`src/rtl/ledpwm_pkg.sv`:
```
package ledpwm_pkg;

    typedef enum logic [1:0] {
        LS_OFF = 2'b00,
        LS_ON  = 2'b01,
        LS_IND = 2'b10,
        LS_GRP = 2'b11
    } led_sel_e;

    typedef enum logic [1:0] {
        FRC_HIZ  = 2'b00,
        FRC_LOW  = 2'b01,
        FRC_HIGH = 2'b10,
        FRC_HIZB = 2'b11
    } oe_force_e;

    typedef enum logic {
        GM_DIM   = 1'b0,
        GM_BLINK = 1'b1
    } grp_mode_e;

    typedef struct packed {
        logic drv;
        logic en;
    } pin_t;

    function automatic logic sel_level(led_sel_e s, logic ind, logic grp);
        case (s)
            LS_OFF:  return 1'b0;
            LS_ON:   return 1'b1;
            LS_IND:  return ind;
            default: return ind & grp;
        endcase
    endfunction

    function automatic pin_t pin_map(logic lvl, logic od);
        pin_t p;
        p.drv = od ? 1'b0 : lvl;
        p.en  = od ? ~lvl : 1'b1;
        return p;
    endfunction

    function automatic pin_t drive_pin(logic lvl, logic oe_n, oe_force_e f, logic od);
        pin_t p;
        if (!oe_n) begin
            p = pin_map(lvl, od);
        end else begin
            case (f)
                FRC_LOW:  p = pin_map(1'b0, od);
                FRC_HIGH: p = pin_map(1'b1, od);
                default:  p = '{drv: 1'b0, en: 1'b0};
            endcase
        end
        return p;
    endfunction

endpackage

```
`src/rtl/ledpwm_base.sv`:
```
module ledpwm_base #(
    parameter int W = 8
) (
    input  logic         clk,
    input  logic         rst,
    output logic [W-1:0] cnt_o,
    output logic         wrap_o
);
    logic [W-1:0] fcnt;

    always_ff @(posedge clk) begin
        if (rst) fcnt <= '0;
        else     fcnt <= fcnt + 1'b1;
    end

    assign cnt_o  = fcnt;
    assign wrap_o = (fcnt == '1);


    period_restart_chk: assert property (@(posedge clk) disable iff (rst)
        wrap_o |=> (cnt_o == '0));
endmodule

```
`src/rtl/ledpwm_group.sv`:
```
module ledpwm_group
    import ledpwm_pkg::*;
#(
    parameter int W         = 8,
    parameter int DIM_DIV   = 2,
    parameter int BLINK_PRE = 4069
) (
    input  logic         clk,
    input  logic         rst,
    input  logic         wrap_i,
    input  logic [W-1:0] duty_i,
    input  logic [W-1:0] period_i,
    input  grp_mode_e    mode_i,
    output logic         grp_on_o
);
    localparam int DW = (DIM_DIV > 1) ? $clog2(DIM_DIV) : 1;
    localparam int PW = (BLINK_PRE > 1) ? $clog2(BLINK_PRE) : 1;

    logic [W-1:0]  gcnt, duty_q, per_q, scnt;
    grp_mode_e     mode_q;
    logic [DW-1:0] dcnt;
    logic [PW-1:0] pcnt;
    logic          pre_end, dim_tick, blink_tick, tick, gwrap;

    always_comb begin
        pre_end    = (pcnt == PW'(BLINK_PRE - 1));
        dim_tick   = (mode_q == GM_DIM) && wrap_i && (dcnt == DW'(DIM_DIV - 1));
        blink_tick = (mode_q == GM_BLINK) && pre_end && (scnt == per_q);
        tick       = dim_tick | blink_tick;
        gwrap      = tick && (gcnt == '1);
    end

    always_ff @(posedge clk) begin
        if (rst) begin
            gcnt   <= '0;
            duty_q <= '1;
            per_q  <= '0;
            mode_q <= GM_DIM;
            dcnt   <= '0;
            pcnt   <= '0;
            scnt   <= '0;
        end else if (tick) begin
            gcnt <= gcnt + 1'b1;
            dcnt <= '0;
            pcnt <= '0;
            scnt <= '0;
            if (gwrap) begin
                duty_q <= duty_i;
                per_q  <= period_i;
                mode_q <= mode_i;
            end
        end else if (mode_q == GM_DIM) begin
            if (wrap_i) dcnt <= dcnt + 1'b1;
        end else begin
            if (pre_end) begin
                pcnt <= '0;
                scnt <= scnt + 1'b1;
            end else begin
                pcnt <= pcnt + 1'b1;
            end
        end
    end

    assign grp_on_o = (gcnt < duty_q);


    grp_step_hold_chk: assert property (@(posedge clk) disable iff (rst)
        !tick |=> $stable(gcnt));


    grp_cfg_hold_chk: assert property (@(posedge clk) disable iff (rst)
        !gwrap |=> ($stable(duty_q) && $stable(per_q) && $stable(mode_q)));


    grp_zero_duty_chk: assert property (@(posedge clk) disable iff (rst)
        (duty_q == '0) |-> !grp_on_o);
endmodule

```
`src/rtl/ledpwm_chan.sv`:
```
module ledpwm_chan
    import ledpwm_pkg::*;
#(
    parameter int W = 8
) (
    input  logic         clk,
    input  logic         rst,
    input  logic         wrap_i,
    input  logic [W-1:0] cnt_i,
    input  logic [W-1:0] bright_i,
    input  led_sel_e     sel_i,
    input  logic         grp_on_i,
    input  logic         oe_n_i,
    input  oe_force_e    force_i,
    input  logic         od_i,
    output logic         out_o,
    output logic         en_o
);
    logic [W-1:0] bright_q;
    led_sel_e     sel_q;
    logic         ind_on, lvl;
    pin_t         pin;

    always_ff @(posedge clk) begin
        if (rst) begin
            bright_q <= '0;
            sel_q    <= LS_OFF;
        end else if (wrap_i) begin
            bright_q <= bright_i;
            sel_q    <= sel_i;
        end
    end

    always_comb begin
        ind_on = (cnt_i < bright_q);
        lvl    = sel_level(sel_q, ind_on, grp_on_i);
        pin    = drive_pin(lvl, oe_n_i, force_i, od_i);
    end

    assign out_o = pin.drv;
    assign en_o  = pin.en;


    chan_cfg_hold_chk: assert property (@(posedge clk) disable iff (rst)
        !wrap_i |=> ($stable(bright_q) && $stable(sel_q)));


    zero_bright_chk: assert property (@(posedge clk) disable iff (rst)
        (bright_q == '0) |-> !ind_on);


    force_hiz_chk: assert property (@(posedge clk) disable iff (rst)
        (oe_n_i && (force_i == FRC_HIZ || force_i == FRC_HIZB)) |-> !en_o);


    od_no_high_chk: assert property (@(posedge clk) disable iff (rst)
        (od_i && en_o) |-> !out_o);


    held_on_chk: assert property (@(posedge clk) disable iff (rst)
        (!oe_n_i && !od_i && sel_q == LS_ON) |-> (out_o && en_o));
endmodule

```
`src/rtl/ledpwm_top.sv`:
```
module ledpwm_top
    import ledpwm_pkg::*;
#(
    parameter int NUM_LED   = 4,
    parameter int W         = 8,
    parameter int DIM_DIV   = 2,
    parameter int BLINK_PRE = 4069
) (
    input  logic                 clk,
    input  logic                 rst,
    input  logic [NUM_LED*W-1:0] bright_i,
    input  logic [NUM_LED*2-1:0] led_sel_i,
    input  logic [W-1:0]         grp_duty_i,
    input  logic [W-1:0]         grp_period_i,
    input  logic                 grp_blink_i,
    input  logic                 oe_n_i,
    input  logic [1:0]           oe_force_i,
    input  logic                 od_mode_i,
    output logic [NUM_LED-1:0]   led_out_o,
    output logic [NUM_LED-1:0]   led_en_o
);
    logic [W-1:0] fcnt;
    logic         fwrap, grp_on;

    ledpwm_base #(.W(W)) u_base (
        .clk    (clk),
        .rst    (rst),
        .cnt_o  (fcnt),
        .wrap_o (fwrap)
    );

    ledpwm_group #(.W(W), .DIM_DIV(DIM_DIV), .BLINK_PRE(BLINK_PRE)) u_group (
        .clk      (clk),
        .rst      (rst),
        .wrap_i   (fwrap),
        .duty_i   (grp_duty_i),
        .period_i (grp_period_i),
        .mode_i   (grp_mode_e'(grp_blink_i)),
        .grp_on_o (grp_on)
    );

    for (genvar i = 0; i < NUM_LED; i++) begin : g_chan
        ledpwm_chan #(.W(W)) u_chan (
            .clk      (clk),
            .rst      (rst),
            .wrap_i   (fwrap),
            .cnt_i    (fcnt),
            .bright_i (bright_i[W*i +: W]),
            .sel_i    (led_sel_e'(led_sel_i[2*i +: 2])),
            .grp_on_i (grp_on),
            .oe_n_i   (oe_n_i),
            .force_i  (oe_force_e'(oe_force_i)),
            .od_i     (od_mode_i),
            .out_o    (led_out_o[i]),
            .en_o     (led_en_o[i])
        );
    end
endmodule

```
`config.mk`:
```
export PLATFORM = sky130hd
export DESIGN_NAME = ledpwm_top
export DESIGN_NICKNAME = d
export VERILOG_FILES = /design/src/rtl/ledpwm_pkg.sv /design/src/rtl/ledpwm_base.sv /design/src/rtl/ledpwm_group.sv /design/src/rtl/ledpwm_chan.sv /design/src/rtl/ledpwm_top.sv
export SDC_FILE = /design/constraint.sdc
export NUM_CORES = 1
export LEC_CHECK = 0
export BUFFER_PORTS_ARGS = -buffer_cell sky130_fd_sc_hd__buf_2
export CORE_MARGIN = 2
export CORE_UTILIZATION = 29
export DETAILED_ROUTE_END_ITERATION = 7
export MAX_ROUTING_LAYER = met4
export SYNTH_ARGS = -nofsm -noshare
export SYNTH_HDL_FRONTEND = slang
export SYNTH_SLANG_ARGS = --single-unit
```
`constraint.sdc`:
```
create_clock -name clk -period 4 [get_ports clk]
set_clock_uncertainty 0.1 [all_clocks]
set_input_delay 0.4 -clock clk [delete_from_list [all_inputs] [get_ports clk]]
set_output_delay 0.4 -clock clk [all_outputs]
set_load 0.01 [all_outputs]
```
==> results.tsv, run 1 <==
metric	value	unit
status	finished, final reports clean	
grt_pass1_vias	4118	
num_rows	48	
ctsHtreeMaxLevel	3	
syn_nets	753	
worstSetupStartpointType	flip-flop	
cp_max_fo	4	
arrival	2.55	ns
core_area	17360	um^2
gp_congestion	0.8091	
ys_ff_latch	94	
cts_root_buffer	clkbuf_16	
drtAntennaViolNets	0	
synth.yosys.seq_area_share	36.35	%
crit_path_end_kind	output port	
vias_per_cell	4.684	
nFillCells	1841	
dieArea	18940	um^2
cts_sinks	94	
drc_errors	0	
cts.repair.resized	0	
path_class	reg -> out	
final_cells	929	
layout-drive-gt1-share	14.06	%
antenna_found_initial	0	
dpl.hpwl	8704	um
clk_pin_slew	0.07	ns
top_level_ports	71	
cts_hold_buf	0	
via_count	4351	
grt_usage	13.59	%
final_nets	804	
cts_buffers	9	
postSynthAreaPerCell	7.990	um^2
syn_inst	648	
leakagePower	2.364	nW
async_flop_share	0	%
preCtsSetupSlack	1.332	ns
vdd.ir_drop.worst	0.2205	mV
netlist-cell-type-count	45	
cts_tree	built	
wirelength	11860	um
drtIter0Drc	315	
grt_max_degree	76	
setup_ws	0.9461	ns
port_buffers	70	
dp_cells	913	
worst_pin_slew	0.8664	ns
fmax	0.3275	GHz
setup_violations	0	
clk_latency	0.35	ns
start_util	29.83	%
clk_path_buf_depth	2	
grt_pass1_wl	19800	um
hold_viol	0	
period_minus_slack	3.054	ns
power_density	326.8	nW/um^2
synth_edf_count	0	
worst_ep_required_time	3.50	ns
synth_area	5177	um^2
final_max_slew_viol_count	0	
finalCritPeriodShare	76.35	%
synth_warnings	0	
firstDrtPassIters	5	
gr-total-overflow	0	
ys.flop_type	dfxtp_1	
min_path_type	in -> reg	
cts_post_setup_buffers_inserted	0	
synthToLayoutAreaGrowth	15.42	%
tns	0	ns
rsz0062_at_grt	false	
routedWlPerCell	12.77	um
cap_violations	0	
fin_hold_ws	0.1725	ns
die_h	137.6	um
diodes	0	
relSlewSlack	41.92	%
die_w	137.6	um
-- Yosys cell counts (all sizes together), types with 6 or more instances --
cell	instances	area [um^2]
ha	42	525.5
nand2b	28	175.2
o21ai	20	100.1
nand3	16	85.08
nor3	14	70.07
a211oi	6	50.05
nand4	12	75.07
inv	51	191.4
mux2i	18	180.2
clkbuf	21	78.83
a21oi	60	300.3
a21o	7	52.55
xnor2	9	78.83
nand2	107	401.6
dfxtp	94	1882
buf	15	120.1
nor2	44	165.2
nor2b	10	62.56
xor2	15	131.4
-- cell families (layout without fill, tap and decap cells) --
logic type | after synthesis | after routing | share of synthesized area [%]
simple gates | 257 | 257 | 23.27
xor+xnor | 24 | 24 | 4.060
mux | 20 | 20 | 3.915
flops | 94 | 94 | 36.35
buf+inv | 87 | 143 | 7.540
compound gates | 124 | 124 | 14.72
fa+ha+maj | 42 | 42 | 10.15
-- metrics by stage --
stage | util [%] | total power, mW | cell area, um^2
finish | 34.43 | 1.953 | 5976
global route | 34.43 | 2.023 | 5976
CTS | 34.43 | 1.974 | 5976
detailed placement | 32.66 | 1.082 | 5668
global placement | 32.66 | 1.081 | 5668
floorplan | - | 1.034 | 5177
-- final cells by class --
type                       instances  area (um^2)  area share, %
clock inverter                     6        68.82          1.152
clock buffer                      10        239.0          3.999
multi-input combinational        467         2918          48.83
sequential                        94         1882          31.49
tap                              225        281.5          4.711
timing repair buffer              76        395.4          6.616
inverter                          51        191.4          3.204
-- path summary, 6_finish.rpt --
path,start,endpoint,slack (ns),cells past startpoint
max,u_group.duty_q[6],led_en_o[1],0.95,8
max reg2reg,u_base.cnt_o[1],u_group.duty_q[5],1.34,7
min reg2reg,g_chan[1].u_chan.bright_q[1],g_chan[1].u_chan.bright_q[1],0.36,2
min,bright_i[13],g_chan[1].u_chan.bright_q[5],0.17,3
-- layer usage --
metal | part of all wire [%] | global-route usage, % | vias up
li1 | - | - | 2286
met1 | 49 | 17.30 | 1966
met2 | 46 | 21.78 | 89
met3 | 4.2 | 3.458 | 10
met4 | 1.1 | 2.921 | 0
met5 | 0 | - | -
-- sequential cells by signal, indices dropped and copies added, names as in the netlist --
register                flops
u_group.duty_q              8
u_base.cnt_o                8
u_group.per_q               8
g_chan.u_chan.bright_q     32
u_group.dcnt                1
u_group.gcnt                8
u_group.pcnt               12
u_group.mode_q              1
u_group.scnt                8
g_chan.u_chan.sel_q         8
-- critical path: stages, from the launching register on --
cell	delay, ns
dfxtp_1	0.33
inv_1	0.04
ha_1	0.29
a21o_1	0.18
a21o_1	0.22
a2111oi_0	0.43
o21ai_0	0.22
a211o_1	0.34
buf_2	0.14
-- layout by cell type, fill, tap and decap left out, types with 3 or more instances in the layout --
master,count
nor2b_1,10
o31ai_1,4
a21oi_1,60
nand2b_1,28
nand4_1,12
a31oi_1,3
nor3b_1,3
nand3_1,15
nand2_1,107
nor3_1,13
clkbuf_16,9
buf_2,70
a211oi_1,5
nor4_1,4
xnor2_1,9
or3_1,4
inv_1,51
o211ai_1,3
nor2_1,44
ha_1,42
a211o_1,5
dfxtp_1,94
a32o_1,5
and2_1,3
xor2_1,15
mux2i_1,18
buf_4,6
a2111oi_0,4
o21ai_0,20
a22oi_1,3
or4_1,3
a21o_1,7
and3_1,5
-- power breakdown --
| group | internal [mW] | switching, mW | total [mW] |
|---|---|---|---|
| Sequential | 0.938 | 0.00679 | 0.945 |
| Combinational | 0.0543 | 0.0592 | 0.114 |
| Clock | 0.506 | 0.389 | 0.895 |
Note: power is estimated with default switching activity, not from simulation.
==> run 2, diff against run 1 <==
==> constraint.sdc (replaced) <==
create_clock -name clk -period 2.6 [get_ports clk]
set_clock_uncertainty 0.1 [all_clocks]
set_input_delay 0.26 -clock clk [delete_from_list [all_inputs] [get_ports clk]]
set_output_delay 0.26 -clock clk [all_outputs]
set_load 0.01 [all_outputs]
==> results.tsv, run 2 (synthesis gave the netlist of run 1 again) <==
metric	value	unit
die_h	137.6	um
final_cells	942	
largest_reg_flops	32	
start_util	29.83	%
status	finished, final reports clean	
layout-drive-gt1-share	19.11	%
port_buffers	70	
finalPower	3.069	mW
drtIter0Drc	199	
drtAntennaViolNets	0	
grt_pass1_wl	20180	um
dp_cells	925	
period_minus_slack	2.563	ns
drc_errors	0	
grt_max_degree	43	
wirelength	12270	um
crit_path_end_kind	output port	
fin_hold_ws	0.04599	ns
cts_hold_buf	0	
top_level_ports	71	
cp_max_fo	4	
grt_pass1_vias	4247	
vias_per_cell	4.705	
top_regs	g_chan.u_chan.bright_q: 32 flops, u_group.pcnt: 12 flops	
worst_ep_required_time	2.24	ns
dieArea	18940	um^2
final_common_cell	nand2_1	
dpl.hpwl	9005	um
cts_tree	built	
leakagePower	2.454	nW
clk_latency	0.34	ns
core_area	17360	um^2
layout_common_cells	107 x nand2_1, 89 x dfxtp_1, 70 x buf_2	
fmax	0.3902	GHz
via_count	4432	
power_density	487.9	nW/um^2
path_class	reg -> out	
clk_pin_slew	0.07	ns
cts_root_buffer	clkbuf_16	
arrival	2.20	ns
finalCritPeriodShare	98.58	%
synthToLayoutAreaGrowth	21.51	%
min_path_type	in -> reg	
top_register	g_chan.u_chan.bright_q	
die_w	137.6	um
cap_violations	0	
cts_sinks	94	
hold_viol	0	
antenna_found_initial	0	
num_rows	48	
worst_pin_slew	0.6376	ns
ctsHtreeMaxLevel	3	
final_max_slew_viol_count	0	
grt_usage	13.78	%
routedWlPerCell	13.02	um
vdd.ir_drop.worst	0.3274	mV
relSlewSlack	57.49	%
clk_path_buf_depth	2	
gr-total-overflow	0	
setup_violations	0	
diodes	0	
gp_congestion	0.8481	
cts_buffers	9	
firstDrtPassIters	5	
worstSetupStartpointType	flip-flop	
rsz0062_at_grt	true	
final_nets	817	
[run 2: worst max-delay path: stages (launching register included)]
cell       delay, ns
dfxtp_4         0.36
ha_4            0.23
a21o_1          0.18
a21o_4          0.25
a2111oi_4       0.32
o21ai_2         0.11
a211o_1         0.27
buf_2           0.14
[run 2: power breakdown]
part / total [mW] / internal, mW / switching (mW) / leakage [nW]
Sequential: 1.44 / 1.44 / 0.00223 / 0.760
Clock: 1.43 / 0.846 / 0.584 / 0.160
Combinational: 0.196 / 0.0920 / 0.104 / 1.53
[run 2: metrics by stage]
stage | setup TNS, ns | utilization [%] | setup slack (ns) | cell area [um^2]
after floorplan | 0 | - | 0.1881 | 5177
after global placement | 0 | 33.17 | 0.1493 | 5758
after detailed placement | 0 | 33.17 | 0.09270 | 5758
after CTS | 0 | 35.71 | 0.02003 | 6197
after global routing | -0.06095 | 36.25 | -0.02129 | 6291
final | 0 | 36.25 | 0.03695 | 6291
[run 2: path summary, 6_finish.rpt]
path              slack, ns                    startpoint  cells after the start                            to
hold reg to reg        0.35  g_chan[2].u_chan.bright_q[1]                      2  g_chan[2].u_chan.bright_q[1]
setup reg to reg       0.22               u_group.pcnt[0]                      7               u_group.gcnt[5]
setup / recovery       0.04               u_group.gcnt[6]                      7                   led_en_o[2]
hold / removal         0.05                  bright_i[10]                      3  g_chan[1].u_chan.bright_q[2]
[run 2: routing by layer]
| metal | global-route usage [%] | up-vias | routed length [um] |
|---|---|---|---|
| met5 | - | - | 0 |
| met4 | 4.009 | 0 | 158 |
| met3 | 2.649 | 16 | 501 |
| met2 | 22.55 | 98 | 5808 |
| met1 | 17.28 | 1997 | 5798 |
| li1 | - | 2321 | - |
[run 2: final cells by class]
class,instances,area [um^2]
inverter,51,191.4
fill,1802,11070
timing repair buffer,89,493.0
clock buffer,9,225.2
tap,225,281.5
clock inverter,7,96.34
multi-input combinational,467,3110
sequential,94,1893
[run 2: timing repair]
action / CTS / global route
pin swaps: 10 / 3
setup endpoints to repair: 8 / 7
gates resized for setup: 30 / 14
buffers inserted: 1 / 0
==> run 3, diff against run 2 <==
--- a/config.mk
+++ b/config.mk
@@ -12,4 +12,5 @@
 export MAX_ROUTING_LAYER = met4
 export SYNTH_ARGS = -nofsm -noshare
 export SYNTH_HDL_FRONTEND = slang
+export SYNTH_HIERARCHICAL = 1
 export SYNTH_SLANG_ARGS = --single-unit
==> results.tsv, run 3 <==
metric	value	unit
grt_pass1_vias	4199	
finalPower	2.960	mW
layout_common_cells	92 x dfxtp_1, 83 x nor2_1, 70 x buf_2	
start_util	29.56	%
r2r_end	u_group/duty_q[6]	
synth_warnings	6	
power_density	464.3	nW/um^2
vias_per_cell	4.657	
worstHoldStart	bright_i[30]	
netlist-cell-type-count	50	
top_regs	g_chan.u_chan/bright_q: 32 flops, u_group/pcnt: 12 flops	
relSlewSlack	52.71	%
drtAntennaViolNets	0	
port_buffers	70	
synth_edf_count	0	
ctsHtreeMaxLevel	3	
setup_violations	8	
final_common_cell	dfxtp_1	
grt_pass1_wl	19840	um
grt_max_degree	67	
cp_max_fo	4	
cts_buffers	9	
worstSetupStartpointType	flip-flop	
crit_path_end_kind	output port	
final_max_slew_viol_count	0	
final_nets	797	
cts_sinks	94	
setup_ws	-0.1305	ns
path_class	reg -> out	
die_w	139.1	um
die_h	139.1	um
ys_ff_latch	94	
worst-r2r-cell-count	7	
period_minus_slack	2.731	ns
synth_area	5291	um^2
routedWlPerCell	12.76	um
gp_congestion	0.7794	
worst_pin_slew	0.7093	ns
cts_root_buffer	clkbuf_16	
diodes	0	
syn_nets	714	
yosysMostFrequentCell	dfxtp_1	
via_count	4284	
drtIter0Drc	146	
ys.flop_type	dfxtp_1	
rsz0062_at_grt	true	
leakagePower	2.590	nW
preCtsSetupSlack	-0.07056	ns
cap_violations	0	
core_area	17900	um^2
top_register	g_chan.u_chan/bright_q	
reg2reg_slack	0.26	ns
dieArea	19340	um^2
gr-total-overflow	0	
status	finished with violations	
postSynthAreaPerCell	8.775	um^2
synthToLayoutAreaGrowth	20.48	%
arrival	2.37	ns
drc_errors	0	
dpl.hpwl	8520	um
largest_reg_flops	32	
top_level_ports	71	
clk_latency	0.34	ns
cts_tree	built	
fin_util	35.61	%
async_flop_share	0	%
worst_ep_required_time	2.24	ns
synth_area_leaders	dfxtp_1 36%, ha_1 11%, mux2i_1 11%, nor2_1 6.0%, inv_1 4.3%	
synth.top_cell.area_share	35.56	%
fmax	0.3662	GHz
whs_path_depth	3	
hold_viol	0	
clk_pin_slew	0.07	ns
synth.top_cells.by_count	94 x dfxtp_1, 84 x nor2_1, 61 x inv_1, 58 x mux2i_1, 48 x ha_1	
synth_top_area_cell	dfxtp_1	
final_cell_area	6375	um^2
layout-drive-gt1-share	20.12	%
num_rows	49	
fin_hold_ws	0.04786	ns
synth.yosys.seq_area_share	35.56	%
grt_usage	12.82	%
antenna_found_initial	0	
min_path_type	in -> reg	
finalCritPeriodShare	105.0	%
min_to	g_chan[3].u_chan/bright_q[6]	
wirelength	11740	um
violations	setup timing	
r2r_start	u_base/cnt_o[2]	
vdd.ir_drop.worst	0.3141	mV
place_area	6002	um^2
firstDrtPassIters	4	
clk_path_buf_depth	2	
syn_inst	603	
run 3: kinds of logic (layout without fill, tap and decap cells):
family,count (synthesis),in the layout,synth area share (%)
adders and majority gates,48,48,11.35
AOI/OAI and AO/OA,91,91,12.32
buffers and inverters,81,169,5.982
muxes,61,61,11.61
and+or+nand+nor,203,203,19.04
DFF,94,94,35.56
xor gates and xnor gates,25,25,4.138
run 3: area by class of cell:
cell class / instances / area (um^2)
inverter: 62 / 232.7
timing repair buffer: 91 / 508.0
clock buffer: 12 / 256.5
sequential: 94 / 1884
fill: 1868 / 11530
tap: 229 / 286.5
clock inverter: 4 / 30.03
multi-input combinational: 428 / 3177
run 3: worst max-delay path by stage:
stage,from,end,slack (ns),cells after the start
after floorplan,u_base/cnt_o[1],u_group/duty_q[0],0.01,9
after global placement,u_group/duty_q[5],led_en_o[2],0.05,11
after detailed placement,u_group/duty_q[5],led_en_o[0],-0.07,11
after CTS,u_group/duty_q[5],led_en_o[0],-0.11,11
after global routing,u_group/duty_q[5],led_en_o[2],-0.25,11
final,u_group/duty_q[5],led_en_o[1],-0.13,11
run 3: critical path, cell delays in order (launching register included):
cell and delay [ns]:
dfxtp_2 0.34, inv_2 0.04, ha_4 0.22, a2111oi_4 0.37
nand2_1 0.09, o21ai_1 0.08, a31o_2 0.23, inv_2 0.05
a21oi_2 0.14, a211oi_2 0.10, a211o_1 0.24, buf_2 0.14
run 3: layer usage:
metal,GRT usage [%],share of wire [%]
met4,4.147,1.4
met5,-,0
met3,3.039,2.8
met2,20.79,47
met1,15.76,49
run 3: metrics by stage:
step	instances	setup TNS, ns
floorplan	603	0
global placement	903	0
detailed placement	903	-0.3457
CTS	919	-0.7275
global route	920	-1.791
finish	920	-0.7677
run 3: power by group:
| part | switching, mW | internal, mW | total (mW) |
|---|---|---|---|
| sequential | 0.0124 | 1.45 | 1.46 |
| clock | 0.557 | 0.705 | 1.26 |
| combinational | 0.132 | 0.106 | 0.237 |
| total | 0.701 | 2.26 | 2.96 |
run 3: what timing repair did:
item	4_1_cts	5_1_grt
endpoints found under the setup margin	8	8
setup buffers	0	1
hold endpoints to repair	0	0
resized for setup	21	2
hold buffers	0	0
pin swaps	19	2
